## src/rtl/fanctl_smb_pkg.sv

```systemverilog
package fanctl_smb_pkg;
    typedef enum logic [2:0] {
        ST_IDLE,
        ST_ADDR,
        ST_AACK,
        ST_CMD,
        ST_CACK,
        ST_TX,
        ST_SKIP
    } smb_st_e;

    localparam int BYTE_W = 8;
endpackage

```

## src/rtl/smb_line_sync.sv

```systemverilog
module smb_line_sync #(
    parameter int STAGES = 2
) (
    input  logic clk,
    input  logic rst_n,
    input  logic line_i,
    output logic lvl_o,
    output logic rise_o,
    output logic fall_o
);
    logic [STAGES-1:0] chain_q;
    logic              prev_q;

    genvar g;
    generate
        for (g = 0; g < STAGES; g++) begin : g_stage
            if (g == 0) begin : g_first
                always_ff @(posedge clk or negedge rst_n) begin
                    if (!rst_n) chain_q[0] <= 1'b1;
                    else        chain_q[0] <= line_i;
                end
            end else begin : g_next
                always_ff @(posedge clk or negedge rst_n) begin
                    if (!rst_n) chain_q[g] <= 1'b1;
                    else        chain_q[g] <= chain_q[g-1];
                end
            end
        end
    endgenerate

    always_ff @(posedge clk or negedge rst_n) begin
        if (!rst_n) prev_q <= 1'b1;
        else        prev_q <= chain_q[STAGES-1];
    end

    assign lvl_o  = chain_q[STAGES-1];
    assign rise_o = chain_q[STAGES-1] & ~prev_q;
    assign fall_o = ~chain_q[STAGES-1] & prev_q;
endmodule

```

## src/rtl/smb_byte_fsm.sv

```systemverilog
module smb_byte_fsm
    import fanctl_smb_pkg::*;
#(
    parameter logic [6:0] ADDR   = 7'b1110100,
    parameter int         CODE_W = 6
) (
    input  logic              clk,
    input  logic              rst_n,
    input  logic              scl_lvl,
    input  logic              scl_rise,
    input  logic              scl_fall,
    input  logic              sda_lvl,
    input  logic              sda_rise,
    input  logic              sda_fall,
    input  logic              ovc_i,
    input  logic              ovt_i,
    output logic              sda_oe,
    output logic [CODE_W-1:0] code_o,
    output logic              boost_o,
    output logic              upd_o
);
    localparam int CNT_W = $clog2(BYTE_W + 1);
    localparam int BST_POS = CODE_W;

    smb_st_e             state_q, state_d;
    logic [CNT_W-1:0]    cnt_q;
    logic [BYTE_W-1:0]   rx_q;
    logic [BYTE_W-1:0]   tx_q;
    logic [CODE_W-1:0]   code_q;
    logic                boost_q;
    logic                upd_q;
    logic                start_ev, stop_ev, byte_done;

    assign start_ev  = sda_fall & scl_lvl;
    assign stop_ev   = sda_rise & scl_lvl;
    assign byte_done = (cnt_q == CNT_W'(BYTE_W));

    always_comb begin
        state_d = state_q;
        if (stop_ev) begin
            state_d = ST_IDLE;
        end else if (start_ev) begin
            state_d = ST_ADDR;
        end else begin
            unique case (state_q)
                ST_IDLE: state_d = ST_IDLE;
                ST_ADDR: if (scl_fall && byte_done)
                             state_d = (rx_q[BYTE_W-1:1] == ADDR) ? ST_AACK : ST_SKIP;
                ST_AACK: if (scl_fall) state_d = rx_q[0] ? ST_TX : ST_CMD;
                ST_CMD:  if (scl_fall && byte_done) state_d = ST_CACK;
                ST_CACK: if (scl_fall) state_d = ST_SKIP;
                ST_TX:   if (scl_fall && cnt_q == CNT_W'(BYTE_W - 1)) state_d = ST_SKIP;
                ST_SKIP: state_d = ST_SKIP;
                default: state_d = ST_IDLE;
            endcase
        end
    end

    always_ff @(posedge clk or negedge rst_n) begin
        if (!rst_n) state_q <= ST_IDLE;
        else        state_q <= state_d;
    end

    always_ff @(posedge clk or negedge rst_n) begin
        if (!rst_n) begin
            cnt_q   <= '0;
            rx_q    <= '0;
            tx_q    <= '0;
            code_q  <= '0;
            boost_q <= 1'b0;
            upd_q   <= 1'b0;
        end else begin
            upd_q <= 1'b0;
            if (start_ev || stop_ev) begin
                cnt_q <= '0;
            end else begin
                case (state_q)
                    ST_ADDR, ST_CMD: if (scl_rise && !byte_done) begin
                        rx_q  <= {rx_q[BYTE_W-2:0], sda_lvl};
                        cnt_q <= cnt_q + 1'b1;
                    end
                    ST_AACK: if (scl_fall) begin
                        cnt_q <= '0;
                        tx_q  <= {ovc_i, ovt_i, {(BYTE_W-2){1'b0}}};
                    end
                    ST_CACK: if (scl_fall) begin
                        code_q  <= rx_q[CODE_W-1:0];
                        boost_q <= rx_q[BST_POS];
                        upd_q   <= 1'b1;
                    end
                    ST_TX: if (scl_fall) begin
                        tx_q  <= {tx_q[BYTE_W-2:0], 1'b0};
                        cnt_q <= cnt_q + 1'b1;
                    end
                    default: ;
                endcase
            end
        end
    end

    always_comb begin
        sda_oe = 1'b0;
        unique case (state_q)
            ST_AACK, ST_CACK: sda_oe = 1'b1;
            ST_TX:            sda_oe = ~tx_q[BYTE_W-1];
            default:          sda_oe = 1'b0;
        endcase
    end

    assign code_o  = code_q;
    assign boost_o = boost_q;
    assign upd_o   = upd_q;


    upd_single_chk: assert property (@(posedge clk) disable iff (!rst_n)
        upd_q |=> !upd_q);


    code_hold_chk: assert property (@(posedge clk) disable iff (!rst_n)
        (code_q != $past(code_q) || boost_q != $past(boost_q)) |-> upd_q);


    stop_hold_chk: assert property (@(posedge clk) disable iff (!rst_n)
        stop_ev |=> ($stable(code_q) && $stable(boost_q) && !upd_q));


    oe_scl_low_chk: assert property (@(posedge clk) disable iff (!rst_n)
        (sda_oe != $past(sda_oe)) |-> !scl_lvl);
endmodule

```

## src/rtl/fanctl_smb_slave.sv

```systemverilog
module fanctl_smb_slave #(
    parameter logic [6:0] ADDR        = 7'b1110100,
    parameter int         CODE_W      = 6,
    parameter int         SYNC_STAGES = 2
) (
    input  logic              clk,
    input  logic              rst_n,
    input  logic              scl_i,
    input  logic              sda_i,
    output logic              sda_oe,
    input  logic              ovc_i,
    input  logic              ovt_i,
    output logic [CODE_W-1:0] code_o,
    output logic              boost_o,
    output logic              upd_o
);
    logic scl_lvl, scl_rise, scl_fall;
    logic sda_lvl, sda_rise, sda_fall;

    smb_line_sync #(.STAGES(SYNC_STAGES)) scl_sync_i (
        .clk(clk), .rst_n(rst_n), .line_i(scl_i),
        .lvl_o(scl_lvl), .rise_o(scl_rise), .fall_o(scl_fall)
    );

    smb_line_sync #(.STAGES(SYNC_STAGES)) sda_sync_i (
        .clk(clk), .rst_n(rst_n), .line_i(sda_i),
        .lvl_o(sda_lvl), .rise_o(sda_rise), .fall_o(sda_fall)
    );

    smb_byte_fsm #(.ADDR(ADDR), .CODE_W(CODE_W)) fsm_i (
        .clk(clk), .rst_n(rst_n),
        .scl_lvl(scl_lvl), .scl_rise(scl_rise), .scl_fall(scl_fall),
        .sda_lvl(sda_lvl), .sda_rise(sda_rise), .sda_fall(sda_fall),
        .ovc_i(ovc_i), .ovt_i(ovt_i),
        .sda_oe(sda_oe), .code_o(code_o), .boost_o(boost_o), .upd_o(upd_o)
    );
endmodule

```

## config.mk

```make
export PLATFORM = sky130hd
export DESIGN_NAME = fanctl_smb_slave
export DESIGN_NICKNAME = d
export VERILOG_FILES = /design/src/rtl/fanctl_smb_pkg.sv /design/src/rtl/smb_line_sync.sv /design/src/rtl/smb_byte_fsm.sv /design/src/rtl/fanctl_smb_slave.sv
export SDC_FILE = /design/constraint.sdc
export NUM_CORES = 1
export LEC_CHECK = 0
export ABC_AREA = 1
export BUFFER_PORTS_ARGS = -buffer_cell sky130_fd_sc_hd__buf_2
export CAP_MARGIN = 20
export CORE_MARGIN = 2
export CORE_UTILIZATION = 56
export CTS_BUF_LIST = sky130_fd_sc_hd__clkbuf_4 sky130_fd_sc_hd__clkbuf_8
export CTS_CLUSTER_DIAMETER = 200
export DETAILED_ROUTE_END_ITERATION = 10
export PLACE_DENSITY = 0.76
export SYNTH_ARGS = -nofsm -noshare
export SYNTH_HDL_FRONTEND = slang
export SYNTH_HIERARCHICAL = 1
export SYNTH_SLANG_ARGS = --single-unit
```

## constraint.sdc

```tcl
create_clock -name clk -period 2.2 [get_ports clk]
set_clock_uncertainty 0.15 [all_clocks]
set_input_delay 0.33 -clock clk [delete_from_list [all_inputs] [get_ports clk]]
set_output_delay 0.33 -clock clk [all_outputs]
set_load 0.05 [all_outputs]
```

# Yosys cells after proc, flatten, opt, wreduce, memory -nomap -nowiden
# Index checks and enable logic that the tools add are counted.
[word_totals]
regBits = 37
word_cells = 81
[classes]
reduce_logical = 14
addsub = 1
n_mux = 22
n_eq_ne = 19
bitwise_logic = 12
[ops]
columns = ["cell", "n"]
rows = [
  ["$mux 3", 9],
  ["$ne 4x1->1 const B", 5],
  ["$pmux 3 s6", 1],
  ["$mux 4", 4],
  ["$mux 8", 2],
  ["$pmux 8 s2", 1],
  ["$pmux 4 s3", 1],
  ["$eq 3x3->1 const B", 3],
  ["$ne 3x1->1 const B", 3],
  ["$reduce_and 4->1", 2],
  ["$eq 7x7->1 const B", 1],
  ["$and 1x1->1", 6],
  ["$eq 3x2->1 const B", 2],
  ["$not 1->1", 6],
  ["$reduce_and 3->1", 2],
  ["$reduce_and 5->1", 1],
  ["$add 4x1->4 const B", 1],
  ["$eq 4x3->1 const B", 1],
  ["$eq 4x4->1 const B", 1],
  ["$ne 2x1->1 const B", 2],
  ["$reduce_bool 4->1", 1],
  ["$reduce_or 2->1", 2],
  ["$eq 3x1->1 const B", 1],
  ["$logic_and 1x1->1", 3],
  ["5 further kinds", 7],
]

# Depth between registers and ports, before layout
[depth]
word_depth = 7
depth_mapped = 9

# By module
# Netlist, hierarchy kept.
[modules_own_cells]
columns = ["module", "cells_each", "seq_area_each_um2", "instances", "area_per_inst_um2"]
rows = [
  ["smb_byte_fsm", 178, 625.6, 1, 1420.1],
  ["smb_line_sync", 7, 78.8, 2, 93.8],
]

# Worst setup path after synthesis
# Ideal clock, no wire load.
[synth_path]
path_kind = "register to output"
start = "register fsm_i.state_q[1]"
end = "output sda_oe"
path_stages_with_launch = 5
n_path_buf = 1
setup_slack_ns = 0.286
t_arrival_ns = 1.434
t_required_ns = 1.720
cell_sequence = "dfrtp_1 buf_2 inv_1 nand2_1 o211ai_1"
[synth_via]
elab_chain_len = 3
elab_cells_between_ends = 5
classes_between = "eq/ne (3); mux (1); reduce/logical (1)"
[synth_rtl]
columns = ["element", "line", "rtl"]
rows = [
  ["from (decl)", "smb_byte_fsm.sv:25", "smb_st_e state_q, state_d;"],
  ["from (signal assigned)", "smb_byte_fsm.sv:61", "else state_q <= state_d;"],
  ["$eq 3x2->1 or $eq 3x3->1 (tied branches)", "smb_byte_fsm.sv:103", "unique case (state_q)"],
  ["$reduce_or 2->1", "smb_byte_fsm.sv:103", ""],
  ["$pmux 1 s2 *", "smb_byte_fsm.sv:103", ""],
  ["to (decl)", "fanctl_smb_slave.sv:10", "output logic sda_oe,"],
]
# Mark *: on every way between the ends. The rest lies on a longest branch, timed or not.

# Worst setup path after layout
[layout_path]
start = "register fsm_i.state_q[0]"
end = "output sda_oe"
# The elaborated chain is that of the path after synthesis.

==> flow_metrics.tcl <==
set metrics [dict create \
    syn2layout_area_growth_pct 10.5 \
    final_common_cell "nand2_1" \
    grt_pass1_vias 1263 \
    vias 1286 \
    hold_path_class "input port to flop" \
    r2r_end "fsm_i/code_o[4]$_DFFE_PN0P_" \
    fin_crit_sh_pct 94.3 \
    place.detailed.hpwl_mm 2.24 \
    grt_overflow 0 \
    arrival_ps 1590 \
    synth_area_mm2 0.00161 \
    drt_first_iter_violations 89 \
    r2r-start "sda_sync_i/lvl_o$_DFF_PN1_" \
    maxSlewViolCount 0 \
    antenna_cells 0 \
    tightest_slew_ps 648 \
    startpoint_type "flop" \
    antenna_found_initial 0 \
    grt_max_degree 32 \
    r2r_cells 7 \
    power.density_mw_per_mm2 1170 \
    status "finished clean" \
    coreArea_mm2 0.00273 \
    grt_pass1_wl_mm 5.33 \
    avgSynthCellArea_um2 8.37 \
    setup_viol 0 \
    intPower_mw 1.14 \
    critPathCapture "sda_oe" \
    gr-usage-all-layers_pct 21.2 \
    busiest_layer "met2" \
    ios 15 \
    switchingPower_mw 0.946 \
    die_w_um 57.6 \
    fin_nets 221 \
    cp.required_ps 1720 \
    layout_common_cells "53 x nand2_1, 25 x dfrtp_1, 23 x inv_1, 20 x nand3_1, 15 x nor2_1" \
    switching_share_pct 45.3 \
    cts_buffers 5 \
    grt_use_met3_pct 5.44 \
    ys_warn_count 6 \
    dieArea_mm2 0.00332 \
    hold_viol_final 0 \
    cts-resized-gates 0 \
    clockBufferDepth 2 \
    worstSetupPathType "flop to primary output" \
    cp-startpoint "fsm_i/state_q[0]$_DFFE_PN0P_" \
    cts_tree "done" \
    wl_per_cell_um 12.3 \
    ys_ff_latch 31 \
    vias_per_cell 5.25 \
    dp_worst_setup_slack_ps 258 \
    drv_cap 0 \
    peakVddDrop_uv 734 \
    chipHeight_um 57.6 \
    tns_ps 0 \
    leakagePower_nw 0.917 \
    ant_nets 0 \
    drt_pass1_iterations 4 \
    io_buffers 14 \
    cts.clk_slew.worst_paths_ps 100 \
    setup_slack_ps 125 \
    crit_fanout 9 \
    p_total_mw 2.09 \
    use_met1_pct 26.6 \
    drive_above_1_share_pct 23.8 \
    cts-root-buf "clkbuf_4" \
    wl_mm 3.01 \
    pwr-share-seq_pct 40.7 \
    clkPwrFrac_pct 15.9 \
    seq_area_frac_synth_pct 48.7 \
    cts_sinks 31 \
    p_comb_share_pct 43.4 \
    htreeDepth 2 \
    start_util_pct 58.8 \
    rsz0062_at_grt "no" \
    r2r_slack_ps 270 \
    max_slew_margin_pct 56.8 \
    rows 19 \
    ys_types 25 \
    gp_congestion 0.958 \
    route.detailed.drc 0 \
    fin_crit_ps 2070 \
    syn-instance-count 192 \
    clkLatencyLatePin_ps 320 \
    grt_use_met2_pct 33.0 \
    worstSetupEndpointType "primary output" \
    synth_nets 200 \
    max_freq_ghz 0.482 \
]
-- area by class of cell --
| type | count | area [µm²] |
|---|---|---|
| clock inverter | 1 | 5.00 |
| sequential | 31 | 783 |
| fill | 230 | 957 |
| timing repair buffer | 17 | 100 |
| multi-input combinational | 131 | 696 |
| inverter | 27 | 101 |
| tap | 31 | 38.8 |
| clock buffer | 7 | 52.6 |
-- synthesized netlist by cell type --
master	instances	area (µm²)
dfstp_2	6	158
dfrtp_1	25	626
nand3_1	20	100
nand4_2	1	12.5
nor3_1	1	5.00
o21ai_2	7	61.3
nand2_1	53	199
nor2_1	15	56.3
nand4_1	3	18.8
o211ai_1	1	7.51
nand2_2	4	25.0
buf_2	1	5.00
xnor2_1	1	8.76
nand3_2	2	20.0
nand3_4	1	17.5
a21oi_1	2	10.0
o21ai_0	12	60.1
inv_1	23	86.3
ha_1	2	25.0
inv_2	4	15.0
buf_6	2	22.5
nor2_4	3	33.8
o21bai_1	1	7.51
a21boi_0	1	7.51
nor2_8	1	20.0
-- repair_timing --
item	4_1_cts	5_1_grt
endpoints found under the hold margin	27	0
buffers inserted	0	0
hold buffers	3	0
-- registers in the layout, summed over array words and instances (netlist names) --
signal / count
fsm_i/state_q: 3
fsm_i/code_o: 6
sda_sync_i/chain_q: 1
fsm_i/cnt_q: 4
scl_sync_i/lvl_o: 1
sda_sync_i/prev_q: 1
fsm_i/upd_o: 1
scl_sync_i/prev_q: 1
fsm_i/tx_q: 2
fsm_i/boost_o: 1
fsm_i/rx_q: 8
sda_sync_i/lvl_o: 1
scl_sync_i/chain_q: 1
-- worst min path at each step --
stage               slack, ps                          to                       startpoint  depth (start not counted)
floorplan                -120   fsm_i/boost_o$_DFFE_PN0P_                            rst_n                          0
global placement          200  sda_sync_i/lvl_o$_DFF_PN1_  sda_sync_i/chain_q[0]$_DFF_PN1_                          0
detailed placement        200  scl_sync_i/lvl_o$_DFF_PN1_  scl_sync_i/chain_q[0]$_DFF_PN1_                          0
CTS                        80   fsm_i/tx_q[6]$_DFFE_PN0P_                            ovt_i                          3
global route              150   fsm_i/tx_q[6]$_DFFE_PN0P_                            ovt_i                          3
finish                     90   fsm_i/tx_q[6]$_DFFE_PN0P_                            ovt_i                          3
-- power by group through the flow --
stage	Clock, mW	Combinational [mW]	Sequential, mW
global route	0.367	1.02	0.869
detailed placement	0	0.893	0.856
CTS	0.345	0.905	0.846
global placement	0	0.862	0.847
floorplan	0	0.667	0.888
finish	0.332	0.906	0.848
-- metrics by stage --
step / util, % / area, µm² / hold WS [ps] / cells
final: 65.0 / 1780 / 91.7 / 245
after global routing: 65.0 / 1780 / 152 / 245
after detailed placement: 61.8 / 1690 / 199 / 234
after floorplan: - / 1610 / -116 / 192
after global placement: 61.8 / 1690 / 196 / 234
after CTS: 65.0 / 1780 / 78.9 / 245
-- worst max-delay path: stages, from the launching register on --
cell      delay (ps)
dfrtp_1          470
inv_2            160
nand3_2          210
o211ai_1         150
buf_2            280
-- kinds of logic (layout without fill, tap and decap cells) --
logic type               count (synthesis)  count (layout)  synth area share (%)
AO/OA/AOI/OAI                           24              24                  9.57
XOR/XNOR                                 1               1                 0.545
adder cells (fa/ha/maj)                  2               2                  1.56
buffers and inverters                   30              52                  8.01
flip-flops                              31              31                  48.7
AND/OR/NAND/NOR                        104             104                  31.6
-- per-layer routing --
metal  vias to the layer above  wire length, µm
met5                         -                0
li1                        653                -
met1                       596             1420
met4                         0               41
met2                        32             1420
met3                         5              122
(Power assumes the default switching activity.)
